## src/rtl/dt_pkg.sv

```systemverilog
package dt_pkg;
  // Terminal count for a duration code: doubling from base, the last two codes
  // pinned to three quarters of the top and the top itself.
  function automatic int unsigned dt_term_count(input int unsigned code,
                                                input int unsigned ncodes,
                                                input int unsigned base,
                                                input int unsigned top);
    if (code == ncodes - 1) return top;
    if (code == ncodes - 2) return top - top / 4;
    return base << code;
  endfunction
endpackage

```

## src/rtl/dt_edge_sync.sv

```systemverilog
module dt_edge_sync (
  input  logic clk_i,
  input  logic rst_i,
  input  logic async_i,
  output logic rise_o
);
  logic meta_q, sync_q, last_q;

  always_ff @(posedge clk_i) begin
    if (rst_i) begin
      meta_q <= 1'b0;
      sync_q <= 1'b0;
      last_q <= 1'b0;
    end else begin
      meta_q <= async_i;
      sync_q <= meta_q;
      last_q <= sync_q;
    end
  end

  assign rise_o = sync_q & ~last_q;
endmodule

```

## src/rtl/dt_prescaler.sv

```systemverilog
module dt_prescaler #(
  parameter int DIV = 125,
  localparam int PW = (DIV > 1) ? $clog2(DIV) : 1
) (
  input  logic clk_i,
  input  logic rst_i,
  input  logic tick_i,
  input  logic div_sel_i,
  output logic en_o
);
  logic [PW-1:0] phase_q;
  logic          wrap;

  assign wrap = (phase_q == PW'(DIV - 1));

  always_ff @(posedge clk_i) begin
    if (rst_i)       phase_q <= '0;
    else if (tick_i) phase_q <= wrap ? '0 : phase_q + 1'b1;
  end

  assign en_o = tick_i & (~div_sel_i | wrap);
endmodule

```

## src/rtl/dt_channel.sv

```systemverilog
module dt_channel
  import dt_pkg::*;
#(
  parameter int CODE_W     = 4,
  parameter int BASE_TICKS = 8,
  parameter int MAX_TICKS  = 128000,
  localparam int NCODES    = 2 ** CODE_W,
  localparam int CNT_W     = $clog2(MAX_TICKS + 1)
) (
  input  logic              clk_i,
  input  logic              rst_i,
  input  logic              start_i,
  input  logic              en_i,
  input  logic [CODE_W-1:0] code_i,
  output logic              done_o
);
  logic [CNT_W-1:0] cnt_q, cnt_inc, term_q, term_live, term_eff;
  logic             run_q;

  assign term_live = CNT_W'(dt_term_count(int'(code_i), NCODES, BASE_TICKS, MAX_TICKS));
  assign term_eff  = run_q ? term_q : term_live;
  assign cnt_inc   = cnt_q + 1'b1;

  always_ff @(posedge clk_i) begin
    if (rst_i) begin
      cnt_q  <= '0;
      term_q <= '0;
      run_q  <= 1'b0;
      done_o <= 1'b0;
    end else if (!start_i) begin
      cnt_q  <= '0;
      term_q <= term_live;
      run_q  <= 1'b0;
      done_o <= 1'b0;
    end else begin
      run_q  <= 1'b1;
      term_q <= term_eff;
      if (en_i && !done_o) begin
        cnt_q <= cnt_inc;
        if (cnt_inc == term_eff) done_o <= 1'b1;
      end
    end
  end
endmodule

```

## src/rtl/dly_timer_bank.sv

```systemverilog
module dly_timer_bank #(
  parameter int NUM_TMR    = 4,
  parameter int CODE_W     = 4,
  parameter int BASE_TICKS = 8,
  parameter int MAX_TICKS  = 128000,
  parameter int PRESC_DIV  = 125
) (
  input  logic                       clk_i,
  input  logic                       rst_i,
  input  logic                       tick_i,
  input  logic                       ext_clk_i,
  input  logic                       div_sel_i,
  input  logic [NUM_TMR-1:0]         start_i,
  input  logic [NUM_TMR-1:0]         src_ext_i,
  input  logic [NUM_TMR*CODE_W-1:0]  dur_sel_i,
  output logic [NUM_TMR-1:0]         done_o,
  output logic                       logic_en_o
);
  logic               ext_rise_w;
  logic [NUM_TMR-1:0] cnt_en_w;

  dt_edge_sync u_ext_sync (
    .clk_i  (clk_i),
    .rst_i  (rst_i),
    .async_i(ext_clk_i),
    .rise_o (ext_rise_w)
  );

  dt_prescaler #(.DIV(PRESC_DIV)) u_presc (
    .clk_i    (clk_i),
    .rst_i    (rst_i),
    .tick_i   (tick_i),
    .div_sel_i(div_sel_i),
    .en_o     (logic_en_o)
  );

  for (genvar k = 0; k < NUM_TMR; k++) begin : g_tmr
    assign cnt_en_w[k] = src_ext_i[k] ? ext_rise_w : tick_i;

    dt_channel #(
      .CODE_W    (CODE_W),
      .BASE_TICKS(BASE_TICKS),
      .MAX_TICKS (MAX_TICKS)
    ) u_chan (
      .clk_i  (clk_i),
      .rst_i  (rst_i),
      .start_i(start_i[k]),
      .en_i   (cnt_en_w[k]),
      .code_i (dur_sel_i[k*CODE_W +: CODE_W]),
      .done_o (done_o[k])
    );
  end
endmodule

```

## config.mk

```make
export PLATFORM = sky130hd
export DESIGN_NAME = dly_timer_bank
export DESIGN_NICKNAME = d
export VERILOG_FILES = /design/src/rtl/dt_pkg.sv /design/src/rtl/dt_edge_sync.sv /design/src/rtl/dt_prescaler.sv /design/src/rtl/dt_channel.sv /design/src/rtl/dly_timer_bank.sv
export SDC_FILE = /design/constraint.sdc
export NUM_CORES = 1
export LEC_CHECK = 0
export BUFFER_PORTS_ARGS = -buffer_cell sky130_fd_sc_hd__buf_2
export CAP_MARGIN = 25
export CELL_PAD_IN_SITES_DETAIL_PLACEMENT = 1
export CELL_PAD_IN_SITES_GLOBAL_PLACEMENT = 1
export CORE_ASPECT_RATIO = 1.4
export CORE_MARGIN = 2
export CORE_UTILIZATION = 40
export DETAILED_ROUTE_END_ITERATION = 10
export PLACE_DENSITY_LB_ADDON = 0.1
export RECOVER_POWER = 25
export SYNTH_ARGS = -nofsm -noshare
export SYNTH_HDL_FRONTEND = slang
export SYNTH_SLANG_ARGS = --single-unit
```

## constraint.sdc

```tcl
create_clock -name clk_i -period 6.05 [get_ports clk_i]
set_clock_uncertainty 0.15 [all_clocks]
set_input_delay 0.605 -clock clk_i [delete_from_list [all_inputs] [get_ports clk_i]]
set_output_delay 0.605 -clock clk_i [all_outputs]
set_load 0.02 [all_outputs]
```

# Word-level counts from Yosys, hierarchy flattened

Cells that the tools add are included.

Bits of input ports: 29
Output and inout port bits: 5
Logic and storage cells: 112
Register bits after elaboration: 154

Bitwise logic cells: 9
Muxes and demuxes: 45
Eq/ne operators: 13
Shifts and indexed selects: 4
Reductions and logical operators: 16
$add $sub $neg: 5

Operators by type and width:

| operator                                          | number |
|---|---|
| two-way mux 17 bit                                | 24 |
| adder 17 x 1 -> 17 bit (second input constant)    | 4 |
| == test 17 bit                                    | 4 |
| left shift 4 x 4 -> 17 bit (first input constant) | 4 |
| == test 4 bit (second input constant)             | 8 |
| two-way mux 1 bit                                 | 20 |
| AND reduction 2 bit                               | 4 |
| OR reduction 2 bit                                | 4 |
| adder 7 x 1 -> 7 bit (second input constant)      | 1 |
| == test 7 bit (second input constant)             | 1 |
| two-way mux 7 bit                                 | 1 |
| NOT 1 bit                                         | 6 |
| logical AND 1 bit                                 | 4 |
| zero test 1 bit                                   | 4 |
| bitwise AND 1 bit                                 | 2 |
| OR 1 bit                                          | 1 |

# Longest topological paths before layout

Gate-level depths: netlist of the first run.

Word-level depth: 8
Depth in mapped cells: 9
Depth with buffers taken out: 8

# Cells and area by module

From an unflattened synthesis of the first run, not the netlist that was laid out.

Cell total of the unflattened synthesis: 1187
Area total of the unflattened synthesis: 9303.9 um^2

By module, submodules not included:

| module         | times used | sequential area each (um^2) | cells each | area an instance (um^2) |
|---|---|---|---|---|
| dt_channel     | 4          | 720.7                       | 284        | 2205.9 |
| dt_prescaler   | 1          | 140.1                       | 40         | 347.8 |
| dt_edge_sync   | 1          | 60.1                        | 7          | 87.6 |
| dly_timer_bank | 1          | 0.0                         | 4          | 45.0 |

# Worst setup path before layout of the first run

Ideal clock, no wire load.

Kind: in2reg
Start point: in dur_sel_i[14]
End point: reg g_tmr[3].u_chan.done_o
Cell stages on the path: 8
Arrival: 2.236 ns
Slack: 3.595 ns
Data required time: 5.831 ns
Path buffers: 1
Setup time: 0.069 ns
Path through: buf_2 nor4b_1 mux2i_1 xnor2_1 or4_1 nor4_1 nand4_1 o21ai_1

Word-level cells in the longest chain between the ends: 8
Elaborated cells between the ends (all ways): 13
Classes of those cells: 3 x eq/ne; 1 x shift; 8 x mux; 1 x reduce/logical

Ends and longest elaborated chain:

| element                                                        | RTL line                 | source |
|---|---|---|
| start: declaration                                             | dly_timer_bank.sv:15     | `input logic [NUM_TMR*CODE_W-1:0] dur_sel_i,` |
| == test 4 bit, on equally long branches                        | dt_pkg.sv:9, dt_pkg.sv:8 |  |
| two-way mux 1 bit / two-way mux 17 bit (equally long branches) | dt_pkg.sv:9, dt_pkg.sv:8 |  |
| two-way mux 1 bit / two-way mux 17 bit (equally long branches) | dt_pkg.sv:9              | `if (code == ncodes - 2) return top - top / 4;` |
| two-way mux 17 bit                                             | dt_pkg.sv:10             | `return base << code;` |
| two-way mux 17 bit (*)                                         | dt_pkg.sv:9              |  |
| two-way mux 17 bit (*)                                         | dt_channel.sv:21         | `assign term_eff = run_q ? term_q : term_live;` |
| == test 17 bit (*)                                             | dt_channel.sv:40         | `if (cnt_inc == term_eff) done_o <= 1'b1;` |
| AND reduction 2 bit (no source line) (*)                       | n/a                      |  |
| end signal: assignment                                         | dt_channel.sv:29         | `done_o <= 1'b0;` |
| end signal: assignment                                         | dt_channel.sv:34         | `done_o <= 1'b0;` |
| end signal: assignment                                         | dt_channel.sv:40         |  |
| end: declaration                                               | dt_channel.sv:15         | `output logic done_o` |

Every way passes the cells marked *; elsewhere a longest branch is shown, timed or not. The select of a mux whose other input is x is not followed.
A chain may end at the register's enable or synchronous reset.

# Final worst setup path of the first run

Start point: in rst_i
End point: reg g_tmr[0].u_chan.done_o

Word-level cells in the longest chain between the ends: 1

Ends and longest elaborated chain:

| element                             | RTL line            | source |
|---|---|---|
| start: declaration                  | dly_timer_bank.sv:9 | `input logic rst_i,` |
| OR reduction 2 bit (no source line) | n/a                 |  |
| end signal: assignment              | dt_channel.sv:29    |  |
| end signal: assignment              | dt_channel.sv:34    |  |
| end signal: assignment              | dt_channel.sv:40    |  |
| end: declaration                    | dt_channel.sv:15    |  |

No other way between the ends.

==> results.sh, run 1 <==
export IMPL_outcome="complete, but fails checks"
export IMPL_violations="max-capacitance violations, max-slew violations"
export IMPL_p_leak_nw=3.42
export IMPL_synth_flop_cell="dfxtp_1"
export IMPL_cp_max_fo=43
export IMPL_drive_gt1_frac=0.0685
export IMPL_critPathArrivalTime_ns=3.84
export IMPL_syn_num_nets=1187
export IMPL_tightestPinTransition_ns=2.05
export IMPL_yosysWarnings=0
export IMPL_drv_slew=44
export IMPL_cts_resized=0
export IMPL_dieArea_um2=23700
export IMPL_seqPwrFrac=0.450
export IMPL_core_area_um2=21900
export IMPL_antenna_found_initial=1
export IMPL_maxCapViolations=1
export IMPL_postCtsSetupRepairBufs=0
export IMPL_initialDrtViolationCount=283
export IMPL_synth_most_common_cell="nor2_1"
export IMPL_clockPowerShare=0.459
export IMPL_post_dp_hpwl_mm=15.9
export IMPL_critPathKind="in -> reg"
export IMPL_r2r_slack_ns=3.36
export IMPL_synth_area_per_cell_um2=7.79
export IMPL_finalSetupTns_ns=0
export IMPL_synth_edf_count=0
export IMPL_ir_drop_mv=0.182
export IMPL_setup_viol=0
export IMPL_drtPass1Iterations=4
export IMPL_antenna_cells=0
export IMPL_r2r_end="g_tmr[1].u_chan.done_o$_SDFFE_PP0P_"
export IMPL_finalWeightedCongestion=0.795
export IMPL_clockBufferDepth=2
export IMPL_die_h_um=181
export IMPL_ys_async_sr_fraction=0
export IMPL_std_cell_rows=64
export IMPL_avgViaCountPerCell=5.32
export IMPL_first_global_vias=7668
export IMPL_grt_remaining_overflow=0
export IMPL_wire_per_inst_um=15.3
export IMPL_synth_top_cell_area_share=0.343
export IMPL_grt_max_degree=44
export IMPL_hold_viol_final=0
export IMPL_grtUsageTotal=0.194
export IMPL_endpoint_kind="flop"
export IMPL_combPwrFrac=0.091
export IMPL_ant_nets=0
export IMPL_port_buffers=33
export IMPL_dieWidth_um=131
export IMPL_syn2layout_area_growth_pct=9.44
export IMPL_timing_final_crit_share=0.605
export IMPL_p_sw_uw=631
export IMPL_hold_start="ext_clk_i"
export IMPL_relSlewSlack=-0.368
export IMPL_yosysTopAreaCell="dfxtp_1"
export IMPL_netlist_top_cells_area="dfxtp_1, xnor2_1, nor2_1, xor2_1, nand2_1"
export IMPL_synthTopCellsByCount="nor2_1, dfxtp_1, nand2_1"
export IMPL_ys_seq_area_frac=0.343
export IMPL_holdWs_ns=0.259
export IMPL_clock_sinks=154
export IMPL_fin_crit_ns=3.66
export IMPL_rsz0062_at_grt="false"
export IMPL_fmax_mhz=273
export IMPL_synth_cells=1152
export IMPL_cts_root_buf="clkbuf_16"
export IMPL_timing_rr_start="g_tmr[1].u_chan.cnt_q[0]$_SDFFE_PP0P_"
export IMPL_yosysUniqueCellTypes=63
export IMPL_clk_pin_slew_ns=0.07
export IMPL_boundaryPins=34
export IMPL_cts_hold_repair_buffers=0
export IMPL_netlist_area_um2=8980
export IMPL_htree_levels=4
export IMPL_hold_path_class="in -> reg"
export IMPL_min_to="u_ext_sync.meta_q$_SDFF_PP0_"
export IMPL_yosys_register_bits=154
export IMPL_drc_errors=0
export IMPL_critPathRequiredTime_ns=6.23
export IMPL_rr_worst_depth=8
export IMPL_powerDensity_nw_per_um2=237
export IMPL_grt_pass1_wl_mm=37.6
export IMPL_netSwitchingFraction=0.271
export IMPL_critical_path_startpoint_type="primary input"
export IMPL_wl_mm=21.9
export IMPL_whs_path_depth=2
export IMPL_crit_path_start="rst_i"
export IMPL_start_util=0.409
export IMPL_cts_tree="yes"
export IMPL_cts_made_buffers=17
export IMPL_vias=7638
export IMPL_insertion_delay_ns=0.43
export IMPL_internal_power_mw=1.70
export IMPL_nets=1160
-- flip-flops by register name (all words and copies together), names as in the netlist --
register             count
g_tmr.u_chan.cnt_q      68
g_tmr.u_chan.term_q     68
u_presc.phase_q          7
g_tmr.u_chan.done_o      4
g_tmr.u_chan.run_q       4
u_ext_sync.last_q        1
u_ext_sync.meta_q        1
u_ext_sync.sync_q        1
-- routing by layer --
layer,GRT usage,vias up,wire length (um)
li1,-,3913,-
met4,0.0523,0,261
met2,0.341,49,11100
met1,0.243,3660,10100
met5,0,-,0
met3,0.0317,16,387
-- critical path: stages --
cell and delay (ns):
clkbuf_1 1.44, clkbuf_1 0.84, nand2b_1 0.21, buf_4 0.26
nor4_1 0.11, nand4_1 0.09, nor4_1 0.05, a22o_1 0.20
-- layout make-up --
cell class / instances / area, um^2
Inverter: 13 / 48.8
Clock buffer: 17 / 425
Clock inverter: 15 / 158
Sequential cell: 154 / 3080
Fill cell: 2753 / 12100
Tap cell: 297 / 372
Timing Repair Buffer: 39 / 240
Multi-Input combinational cell: 900 / 5500
-- how the worst max path moves through the flow --
stage	slack [ns]	cells past startpoint	end
6_report	2.39	8	g_tmr[0].u_chan.done_o$_SDFFE_PP0P_
5_1_grt	2.01	8	g_tmr[0].u_chan.done_o$_SDFFE_PP0P_
4_1_cts	3.23	8	g_tmr[1].u_chan.done_o$_SDFFE_PP0P_
3_5_place_dp	2.78	8	g_tmr[1].u_chan.done_o$_SDFFE_PP0P_
3_3_place_gp	2.87	8	g_tmr[1].u_chan.done_o$_SDFFE_PP0P_
2_1_floorplan	3.60	8	g_tmr[3].u_chan.done_o$_SDFFE_PP0P_
-- cell usage in the layout (no fill, tap or decap), types with 10 or more instances in the layout --
cell,count
nand2_1,131
xor2_1,68
mux2i_1,30
a211oi_1,15
a21oi_1,66
clkbuf_16,17
nand2b_1,16
buf_2,28
nor4_1,17
nand4_1,28
inv_1,13
nor4b_1,10
nand3_1,46
nor3_1,29
nor2b_1,16
and3_1,20
nor2_1,165
xnor2_1,90
dfxtp_1,154
o21ai_0,34
-- cells by family (layout without fill, tap and decap cells) --
kind of cell / Yosys count / after routing / synth area share
compound gates: 171 / 171 / 0.118
xor+xnor: 161 / 161 / 0.162
fa+ha+maj: 6 / 6 / 0.00836
buf+inv: 98 / 84 / 0.0442
flops: 154 / 154 / 0.343
mux: 32 / 32 / 0.0360
simple gates: 530 / 530 / 0.288
-- power by group through the flow --
| stage | Sequential, mW | Clock [mW] | Combinational [mW] |
|---|---|---|---|
| after floorplan | 1.06 | 0 | 0.160 |
| after global placement | 1.07 | 0 | 0.202 |
| after detailed placement | 1.08 | 0 | 0.204 |
| after CTS | 1.05 | 1.11 | 0.205 |
| after global routing | 1.05 | 1.16 | 0.237 |
| final | 1.05 | 1.07 | 0.211 |
-- metrics by stage --
step | util | setup slack, ns | cells | cell area, um^2 | total power [mW]
2_1_floorplan | - | 3.60 | 1152 | 8980 | 1.22
3_3_place_gp | 0.419 | 2.87 | 1401 | 9200 | 1.28
3_5_place_dp | 0.419 | 2.78 | 1401 | 9200 | 1.28
4_1_cts | 0.446 | 3.23 | 1433 | 9780 | 2.37
5_1_grt | 0.448 | 2.01 | 1435 | 9820 | 2.44
6_report | 0.448 | 2.39 | 1435 | 9820 | 2.33
Power figures use the tool's default switching activity.
==> run 2, diff against run 1 <==
Clock period 6.05 ns to 3.65 ns, I/O delays scaled along.
==> run 2 against run 1 <==
Net effect: the run now ends clean; register-to-register slack got worse by 2.4 ns; critical path depth increased by 1; core utilization increased by 0.26 points; combinational power increased by 64%; critical endpoint is now g_tmr[2].u_chan.done_o$_SDFFE_PP0P_; largest cell class unchanged; largest power group unchanged; highest routed layer unchanged.
==> results.sh, run 2 (same netlist as run 1, synthesis figures left out) <==
export IMPL_first_global_vias=7794
export IMPL_holdWs_ns=0.0304
export IMPL_tightestPinTransition_ns=1.04
export IMPL_cts_root_buf="clkbuf_16"
export IMPL_met1_usage=0.256
export IMPL_critPathArrivalTime_ns=3.10
export IMPL_rsz0062_at_grt="false"
export IMPL_path_cells="clkbuf_1 -> buf_4 -> nand2b_1 -> clkbuf_1 -> inv_1 -> nand4_1 -> nor4_1 -> nand4_1 -> o21ai_1"
export IMPL_drv_slew=0
export IMPL_finalSetupTns_ns=0
export IMPL_setup_viol=0
export IMPL_core_area_um2=21900
export IMPL_htree_levels=4
export IMPL_wl_mm=23.1
export IMPL_busiest_layer="met2"
export IMPL_avgViaCountPerCell=5.33
export IMPL_grt_pass1_wl_mm=39.1
export IMPL_p_leak_nw=3.46
export IMPL_final_common_cell="nor2_1"
export IMPL_initialDrtViolationCount=320
export IMPL_critPathKind="in -> reg"
export IMPL_final_cell_mix="nor2_1, dfxtp_1, nand2_1"
export IMPL_cts_tree="yes"
export IMPL_critPathRequiredTime_ns=3.82
export IMPL_antenna_found_initial=0
export IMPL_place_inst=1411
export IMPL_fin_ws_ns=0.723
export IMPL_ant_nets=0
export IMPL_antenna_cells=0
export IMPL_start_util=0.409
export IMPL_use_met2=0.350
export IMPL_drive_gt1_frac=0.0716
export IMPL_grtUsageTotal=0.203
export IMPL_outcome="finished clean"
export IMPL_drtPass1Iterations=6
export IMPL_post_dp_hpwl_mm=16.5
export IMPL_timing_final_crit_share=0.802
export IMPL_boundaryPins=34
export IMPL_timing_rr_start="g_tmr[0].u_chan.cnt_q[0]$_SDFFE_PP0P_"
export IMPL_port_buffers=33
export IMPL_crit_path_start="rst_i"
export IMPL_vias=7689
export IMPL_r2r_end="g_tmr[0].u_chan.done_o$_SDFFE_PP0P_"
export IMPL_powerDensity_nw_per_um2=407
export IMPL_met3_usage=0.0409
export IMPL_std_cell_rows=64
export IMPL_drc_errors=0
export IMPL_fillers=2718
export IMPL_cp_slowest_cell="clkbuf_1"
export IMPL_fmax_mhz=342
export IMPL_die_h_um=181
export IMPL_insertion_delay_ns=0.44
export IMPL_cts_made_buffers=17
export IMPL_hold_path_class="in -> reg"
export IMPL_maxCapViolations=0
export IMPL_cp_max_fo=37
export IMPL_ir_drop_mv=0.330
export IMPL_cts_resized=0
export IMPL_min_to="u_ext_sync.meta_q$_SDFF_PP0_"
export IMPL_wire_per_inst_um=16.0
export IMPL_syn2layout_area_growth_pct=10.1
export IMPL_fin_crit_ns=2.93
export IMPL_clock_sinks=154
export IMPL_rr_worst_depth=8
export IMPL_clockBufferDepth=2
export IMPL_whs_path_depth=2
export IMPL_cp_slowest_stage_delay_ns=0.74
export IMPL_relSlewSlack=0.309
export IMPL_reg_top3="g_tmr.u_chan.cnt_q (68), g_tmr.u_chan.term_q (68), u_presc.phase_q (7)"
export IMPL_dieArea_um2=23700
export IMPL_dp_slack_ns=0.986
export IMPL_endpoint_kind="flop"
export IMPL_finalWeightedCongestion=0.819
export IMPL_clk_pin_slew_ns=0.07
export IMPL_hold_start="ext_clk_i"
export IMPL_postCtsSetupRepairBufs=0
export IMPL_fin_cells=1442
export IMPL_grt_max_degree=38
export IMPL_r2r_slack_ns=0.98
export IMPL_final_util=0.450
export IMPL_nets=1168
export IMPL_grt_remaining_overflow=0
export IMPL_dieWidth_um=131
export IMPL_critical_path_startpoint_type="primary input"
export IMPL_hold_viol_final=0
export IMPL_cts_hold_repair_buffers=0
## run 2: where the power goes
part | leakage (nW) | total (mW) | switching [mW] | internal [mW]
sequential | 1.25 | 1.74 | 0.0331 | 1.71
clock | 0.303 | 1.94 | 0.769 | 1.17
combinational | 1.90 | 0.346 | 0.216 | 0.130
## run 2: worst max-delay path: cells and delay by family
kind,cells,cell delay [ns]
AND/OR/NAND/NOR,4,0.44
AO/OA/AOI/OAI,1,0.06
buffers and inverters,4,2.21
## run 2: layer usage
metal / vias up / wire length (um)
met4: 0 / 370
met1: 3688 / 10700
met5: - / 0
met3: 27 / 410
met2: 58 / 11600
li1: 3916 / -
## run 2: how the worst max path moves through the flow
stage,endpoint,slack (ns)
finish,g_tmr[2].u_chan.done_o$_SDFFE_PP0P_,0.72
detailed placement,g_tmr[3].u_chan.done_o$_SDFFE_PP0P_,0.99
floorplan,g_tmr[3].u_chan.done_o$_SDFFE_PP0P_,1.44
global placement,g_tmr[0].u_chan.done_o$_SDFFE_PP0P_,1.07
CTS,g_tmr[0].u_chan.done_o$_SDFFE_PP0P_,0.93
global route,g_tmr[2].u_chan.done_o$_SDFFE_PP0P_,0.39
## run 2: cell type report
cell class | instances | area, um^2 | area share
clock inverter | 13 | 193 | 0.0195
multi-input combinational | 900 | 5500 | 0.556
timing repair buffer | 47 | 249 | 0.0252
tap | 297 | 372 | 0.0376
inverter | 13 | 48.8 | 0.00494
clock buffer | 18 | 439 | 0.0444
sequential | 154 | 3080 | 0.312
## run 2: stage by stage
step | power (mW) | area, um^2
6_report | 4.03 | 9880
5_1_grt | 4.18 | 9880
4_1_cts | 4.09 | 9900
3_5_place_dp | 2.13 | 9270
3_3_place_gp | 2.12 | 9270
2_1_floorplan | 2.03 | 8980
